<file path="config.mk">
export PLATFORM = sky130hd
export DESIGN_NAME = qenc_counter
export DESIGN_NICKNAME = d
export VERILOG_FILES = /design/src/rtl/qenc_pkg.sv /design/src/rtl/qenc_filter.sv /design/src/rtl/qenc_decode.sv /design/src/rtl/qenc_index.sv /design/src/rtl/qenc_counter.sv
export SDC_FILE = /design/constraint.sdc
export NUM_CORES = 1
export LEC_CHECK = 0
export ABC_AREA = 1
export BUFFER_PORTS_ARGS = -buffer_cell sky130_fd_sc_hd__buf_4
export CAP_MARGIN = 20
export CORE_ASPECT_RATIO = 0.5
export CORE_MARGIN = 8
export CORE_UTILIZATION = 55
export CTS_BUF_LIST = sky130_fd_sc_hd__clkbuf_4
export DETAILED_ROUTE_END_ITERATION = 10
export PLACE_DENSITY_LB_ADDON = 0.08
export SYNTH_ARGS = -nofsm -noshare
export SYNTH_HDL_FRONTEND = slang
export SYNTH_SLANG_ARGS = --single-unit
</file>
<file path="constraint.sdc">
create_clock -name clk -period 3.1 [get_ports clk]
set_clock_uncertainty 0.15 [all_clocks]
set_input_delay 0.31 -clock clk [delete_from_list [all_inputs] [get_ports clk]]
set_output_delay 0.31 -clock clk [all_outputs]
set_load 0.05 [all_outputs]
</file>
<file path="src/rtl/qenc_pkg.sv">
package qenc_pkg;
    typedef enum logic [1:0] {
        MOVE_NONE = 2'b00,
        MOVE_UP   = 2'b01,
        MOVE_DOWN = 2'b10
    } move_t;
endpackage

</file>
<file path="src/rtl/qenc_filter.sv">
module qenc_filter #(
    parameter int LONG_N  = 15,
    parameter int SHORT_N = 3
) (
    input  logic clk,
    input  logic rst_n,
    input  logic sig_in,
    input  logic fast,
    output logic sig_out
);
    localparam int CW = $clog2(LONG_N + 1);
    localparam logic [CW-1:0] LONG_LIM  = CW'(LONG_N - 1);
    localparam logic [CW-1:0] SHORT_LIM = CW'(SHORT_N - 1);

    typedef struct packed {
        logic          smp;
        logic [CW-1:0] run;
        logic          out;
    } filt_st_t;

    filt_st_t st_d, st_q;
    logic [CW-1:0] lim;

    always_comb begin
        st_d     = st_q;
        lim      = fast ? SHORT_LIM : LONG_LIM;
        st_d.smp = sig_in;
        if (st_q.smp != st_q.out) begin
            if (st_q.run == lim) begin
                st_d.out = st_q.smp;
                st_d.run = '0;
            end else begin
                st_d.run = st_q.run + 1'b1;
            end
        end else begin
            st_d.run = '0;
        end
    end

    always_ff @(posedge clk or negedge rst_n) begin
        if (!rst_n) st_q <= '0;
        else        st_q <= st_d;
    end

    assign sig_out = st_q.out;


    accept_matches_sample_chk: assert property (@(posedge clk) disable iff (!rst_n)
        (st_q.out != $past(st_q.out)) |-> ($past(st_q.smp) == st_q.out));
endmodule

</file>
<file path="src/rtl/qenc_decode.sv">
module qenc_decode
    import qenc_pkg::*;
(
    input  logic  clk,
    input  logic  rst_n,
    input  logic  ph_a,
    input  logic  ph_b,
    input  logic  step_mode,
    output move_t move
);
    typedef struct packed {
        logic a;
        logic b;
    } dec_st_t;

    dec_st_t st_d, st_q;
    logic [1:0] pos_now, pos_old, pos_diff;

    always_comb begin
        st_d.a   = ph_a;
        st_d.b   = ph_b;
        pos_now  = {ph_b, ph_a ^ ph_b};
        pos_old  = {st_q.b, st_q.a ^ st_q.b};
        pos_diff = pos_now - pos_old;
        move     = MOVE_NONE;
        if (step_mode) begin
            if (ph_a && !st_q.a) move = ph_b ? MOVE_DOWN : MOVE_UP;
        end else begin
            case (pos_diff)
                2'd1:    move = MOVE_UP;
                2'd3:    move = MOVE_DOWN;
                default: move = MOVE_NONE;
            endcase
        end
    end

    always_ff @(posedge clk or negedge rst_n) begin
        if (!rst_n) st_q <= '0;
        else        st_q <= st_d;
    end


    double_change_ignored_chk: assert property (@(posedge clk) disable iff (!rst_n)
        (!step_mode && ph_a != st_q.a && ph_b != st_q.b) |-> (move == MOVE_NONE));


    step_only_on_rise_chk: assert property (@(posedge clk) disable iff (!rst_n)
        (step_mode && !(ph_a && !st_q.a)) |-> (move == MOVE_NONE));
endmodule

</file>
<file path="src/rtl/qenc_index.sv">
module qenc_index (
    input  logic clk,
    input  logic rst_n,
    input  logic idx,
    input  logic gate,
    input  logic rise_sel,
    input  logic gate_en,
    input  logic gate_low,
    output logic fire
);
    typedef struct packed {
        logic idx;
    } idx_st_t;

    idx_st_t st_d, st_q;
    logic edge_seen, gate_ok;

    always_comb begin
        st_d.idx  = idx;
        edge_seen = rise_sel ? (idx && !st_q.idx) : (!idx && st_q.idx);
        gate_ok   = !gate_en || (gate != gate_low);
        fire      = edge_seen && gate_ok;
    end

    always_ff @(posedge clk or negedge rst_n) begin
        if (!rst_n) st_q <= '0;
        else        st_q <= st_d;
    end


    gate_blocks_index_chk: assert property (@(posedge clk) disable iff (!rst_n)
        (gate_en && gate == gate_low) |-> !fire);


    fire_needs_edge_chk: assert property (@(posedge clk) disable iff (!rst_n)
        fire |-> (idx != st_q.idx));
endmodule

</file>
<file path="src/rtl/qenc_counter.sv">
module qenc_counter
    import qenc_pkg::*;
#(
    parameter int CNT_W   = 32,
    parameter int LONG_N  = 15,
    parameter int SHORT_N = 3
) (
    input  logic             clk,
    input  logic             rst_n,
    input  logic             enc_a,
    input  logic             enc_b,
    input  logic             enc_idx,
    input  logic             enc_idx_gate,
    input  logic             filt_fast,
    input  logic             step_mode,
    input  logic             idx_rise_sel,
    input  logic             gate_en,
    input  logic             gate_low,
    input  logic             count_clear,
    input  logic             idx_arm,
    output logic             idx_armed,
    input  logic             latch_strobe,
    input  logic             latch_en,
    output logic [CNT_W-1:0] count,
    output logic [CNT_W-1:0] raw_count,
    output logic [CNT_W-1:0] latched_count
);
    localparam int NPIN = 4;
    localparam logic [CNT_W-1:0] ONE  = CNT_W'(1);
    localparam logic [CNT_W-1:0] MONE = '1;

    typedef struct packed {
        logic [CNT_W-1:0] cnt;
        logic [CNT_W-1:0] raw;
        logic [CNT_W-1:0] held;
        logic             armed;
    } cnt_st_t;

    cnt_st_t st_d, st_q;
    logic [NPIN-1:0] pin_raw, pin_flt;
    move_t           move;
    logic            fire;
    logic [CNT_W-1:0] inc;

    assign pin_raw = {enc_idx_gate, enc_idx, enc_b, enc_a};

    for (genvar g = 0; g < NPIN; g++) begin : g_filt
        qenc_filter #(.LONG_N(LONG_N), .SHORT_N(SHORT_N)) i_filt (
            .clk    (clk),
            .rst_n  (rst_n),
            .sig_in (pin_raw[g]),
            .fast   (filt_fast),
            .sig_out(pin_flt[g])
        );
    end

    qenc_decode i_dec (
        .clk      (clk),
        .rst_n    (rst_n),
        .ph_a     (pin_flt[0]),
        .ph_b     (pin_flt[1]),
        .step_mode(step_mode),
        .move     (move)
    );

    qenc_index i_idx (
        .clk     (clk),
        .rst_n   (rst_n),
        .idx     (pin_flt[2]),
        .gate    (pin_flt[3]),
        .rise_sel(idx_rise_sel),
        .gate_en (gate_en),
        .gate_low(gate_low),
        .fire    (fire)
    );

    always_comb begin
        st_d = st_q;
        case (move)
            MOVE_UP:   inc = ONE;
            MOVE_DOWN: inc = MONE;
            default:   inc = '0;
        endcase
        st_d.raw = st_q.raw + inc;
        if (count_clear)              st_d.cnt = '0;
        else if (st_q.armed && fire)  st_d.cnt = '0;
        else                          st_d.cnt = st_q.cnt + inc;
        st_d.armed = (st_q.armed && !fire) || idx_arm;
        if (latch_strobe && latch_en) st_d.held = st_q.cnt;
    end

    always_ff @(posedge clk or negedge rst_n) begin
        if (!rst_n) st_q <= '0;
        else        st_q <= st_d;
    end

    assign count         = st_q.cnt;
    assign raw_count     = st_q.raw;
    assign latched_count = st_q.held;
    assign idx_armed     = st_q.armed;


    clear_zeroes_chk: assert property (@(posedge clk) disable iff (!rst_n)
        count_clear |=> (count == '0));


    disarm_zeroes_chk: assert property (@(posedge clk) disable iff (!rst_n)
        $fell(idx_armed) |-> (count == '0));


    raw_unit_step_chk: assert property (@(posedge clk) disable iff (!rst_n)
        ##1 ((raw_count - $past(raw_count)) == '0 || (raw_count - $past(raw_count)) == ONE
             || (raw_count - $past(raw_count)) == MONE));


    latch_capture_chk: assert property (@(posedge clk) disable iff (!rst_n)
        (latch_strobe && latch_en) |=> (latched_count == $past(count)));
endmodule

</file>
==> out/results.ini <==
[status]
violations=negative setup slack
status=finished, violations left

[critical_path]
timing.critical_path.cells=xor2_1, ha_2, nor2_2, a22oi_2, ha_4, buf_12, buf_12, buf_8, nand2_8, buf_6, nand2_2, nor2_2, buf_4, nand3_1, nand2_2, nand2_2, nand2_4, buf_4, xor2_1
critical_path.n_buffers_inverters=6
path_max_fanout=6
critPathTopFamily=simple AND/OR/NAND/NOR gates
r2r.worst_path.cells=19
timing.critical_path.arrival_ns=3.80
timing_worst_setup_path_type=flip-flop to flip-flop
crit_path_end_kind=flip-flop
crit_path_max_incr_delay_ns=0.42
worst_path_max_delay_cell=sky130_fd_sc_hd__dfrtp_1
worst-path-stages=19
most_prevalent_standard_cell_on_the_critical_path=sky130_fd_sc_hd__nand2_2
crit_path_start_kind=flip-flop
critPathRequiredTime_ns=3.45

[routing]
route.final.wire_length_um=34700
detailroute.via_count=10700
avgViaCountPerCell=5.52
drt-initial-drc-count=961
remaining_drc_errors=0
detail_route.wl_per_cell_um=17.9
count_of_tritonroute_iterations_in_the_first_routing_pass=8
ant_nets=0

[sta]
final_critical_path_setup_slack_ns=-0.351
hold_viol_final=0
timing.final.max_slew_violations=0
worst_pin_slew_ns=0.786
finalSetupViolations=54
fraction_of_the_cycle_the_final_worst_path_needs_pct=111
fin_hold_ws_ns=0.0568
rsz0062_at_grt=true
max_freq_ghz=0.290
slew_headroom_pct=47.4
fin_crit_ns=3.45

[cts]
clockBufferDepth=2
clock_root_buffer=sky130_fd_sc_hd__clkbuf_4
clock_insertion_delay_worst_skew_ns=0.59
cts_made_buffers=17
clock_pin_slew_on_the_worst_setup_and_hold_paths_ns=0.13
cts_sinks=124
tritoncts=built
htree_levels=4

[global_route]
grt_pass1_vias=10100
grt_first_pass_wirelength_um=49300
grt_max_degree=52
initial_antenna_violation_count=0
globalRouteTotalUtil_pct=28.9
global_route.overflow_total=0

[synthesis]
synthesized_netlist_cell_count=1406
synth_sequential_area_ratio_pct=34.5
synth_largest_area_cell=sky130_fd_sc_hd__dfrtp_1
edff_count_synth=0
async_reset_ff_share_pct=100
synth_area_per_cell_sq_um=6.40
ys_seq_elements=124
top_cells_by_area_synth=sky130_fd_sc_hd__dfrtp_1, sky130_fd_sc_hd__nand2_1, sky130_fd_sc_hd__inv_1, sky130_fd_sc_hd__nor2_1, sky130_fd_sc_hd__o21ai_0
yosysUniqueCellTypes=41
synth-warning-count=0
synth_top_cell_area_share_pct=34.5
syn_nets=1441
synth-main-ff-cell=sky130_fd_sc_hd__dfrtp_1
syn-cell-area_sq_mm=0.00900

[final_layout]
commonest_cells_after_routing_fill_and_taps_aside=sky130_fd_sc_hd__nand2_1, sky130_fd_sc_hd__buf_4, sky130_fd_sc_hd__inv_1
num-nets-final=1738
areaGrowthSynthToFinish_pct=48.4
layout.cells.most_common=sky130_fd_sc_hd__nand2_1
finalNonFillerCells=1942
insertedDiodeCount=0
post_route_cells_drive_above_1_share_pct=39.2

[placement]
placed_cells_incl_taps=1866
hpwlAfterDp_um=21300
port_buffers=111
gp_congestion=0.952

[die]
die_height_um=106
pin_count=112
floorplan.die_area_sq_mm=0.0210
core_area_sq_mm=0.0162
die_width_um=197
floorplan.rows=33
initial_utilization_pct=55.6

[min_path]
worst_hold_path_type=input pin to flip-flop
worst_hold_path.num_cells=4

[run]
maxCapViolCount=0

registers in the layout, summed over array words and instances (netlist names):
register / flops
raw_count: 32
idx_armed: 1
i_dec.pos_old: 1
g_filt.i_filt.st_q: 20
i_dec.st_q: 1
latched_count: 32
i_idx.st_q: 1
count: 32
g_filt.i_filt.sig_out: 4
cell type report:
class	count	area, sq um
fillers	1049	2830
repair buffers	306	2720
well taps	227	284
flip-flops and latches	124	3100
multi-input cells	1033	6160
clock inverters	14	125
clock buffers	17	128
inverters	221	837
repair_timing:
item	in CTS	in global routing
hold buffers	7	0
resized for setup	197	199
setup buffers	21	9
cloned	5	5
setup endpoints to repair	45	55
endpoints found under the hold margin	54	0
pin swaps	51	66
final timing paths:
check | startpoint | to | slack, ns
setup / recovery | i_dec.pos_old[1] | raw_count[15] | -0.35
hold / removal | count_clear | count[22] | 0.06
setup reg to reg | i_dec.pos_old[1] | raw_count[15] | -0.35
hold reg to reg | g_filt[2].i_filt.sig_out | i_idx.st_q | 0.29
max in group asynchronous | rst_n | idx_armed | 1.81
min in group asynchronous | rst_n | raw_count[27] | 0.17
cell usage after synthesis, types with 3 or more instances:
library cell / instances
sky130_fd_sc_hd__nand2_2: 3
sky130_fd_sc_hd__xor2_1: 26
sky130_fd_sc_hd__buf_4: 3
sky130_fd_sc_hd__nand3b_1: 5
sky130_fd_sc_hd__buf_2: 5
sky130_fd_sc_hd__nor2_1: 179
sky130_fd_sc_hd__o211ai_1: 3
sky130_fd_sc_hd__clkbuf_1: 11
sky130_fd_sc_hd__nand3_1: 65
sky130_fd_sc_hd__ha_1: 20
sky130_fd_sc_hd__nand2_1: 482
sky130_fd_sc_hd__dfrtp_1: 124
sky130_fd_sc_hd__and2_1: 9
sky130_fd_sc_hd__inv_1: 217
sky130_fd_sc_hd__xor2_2: 3
sky130_fd_sc_hd__o21ai_1: 3
sky130_fd_sc_hd__mux2_2: 9
sky130_fd_sc_hd__buf_6: 7
sky130_fd_sc_hd__nor2_2: 16
sky130_fd_sc_hd__a21oi_1: 68
sky130_fd_sc_hd__nor3_1: 12
sky130_fd_sc_hd__o21ai_0: 86
sky130_fd_sc_hd__nand4_1: 5
sky130_fd_sc_hd__o21bai_1: 7
sky130_fd_sc_hd__a21o_1: 3
sky130_fd_sc_hd__xnor2_1: 14
metrics by stage:
| stage | area (sq um) | utilization (%) | setup TNS, ns | setup WS [ns] |
|---|---|---|---|---|
| finish | 13400 | 82.5 | -7.63 | -0.351 |
| global route | 13400 | 82.5 | -14.33 | -0.436 |
| CTS | 12600 | 77.7 | -0.177 | -0.0420 |
| detailed placement | 11300 | 69.6 | -3.13 | -0.235 |
| global placement | 11300 | 69.6 | -1.09 | -0.157 |
| floorplan | 9130 | - | -1.01 | -0.110 |
per-layer routing:
metal,track usage [%],up-vias,wire (um)
met5,0,-,0
met4,10.6,0,1500
met3,6.24,160,3350
met2,48.9,595,16200
met1,36.1,5034,13700
li1,-,4937,-
tightest hold or removal path, stage by stage:
cell and delay [ns]:
sky130_fd_sc_hd__buf_4 0.07, sky130_fd_sc_hd__inv_1 0.03, sky130_fd_sc_hd__nand2_1 0.30, sky130_fd_sc_hd__a21oi_2 0.05
kinds of logic after synthesis:
| group | synth area share [%] |
|---|---|
| and+or+nand+nor | 34.8 |
| buffers and inverters | 11.3 |
| AOI/OAI and AO/OA | 10.8 |
| DFF | 34.5 |
| xor gates and xnor gates | 4.74 |
| adders and majority gates | 2.78 |
| muxes | 1.13 |
Power is not shown: default switching activity piles up to over one toggle a cycle in this logic, so the estimate is an artifact.
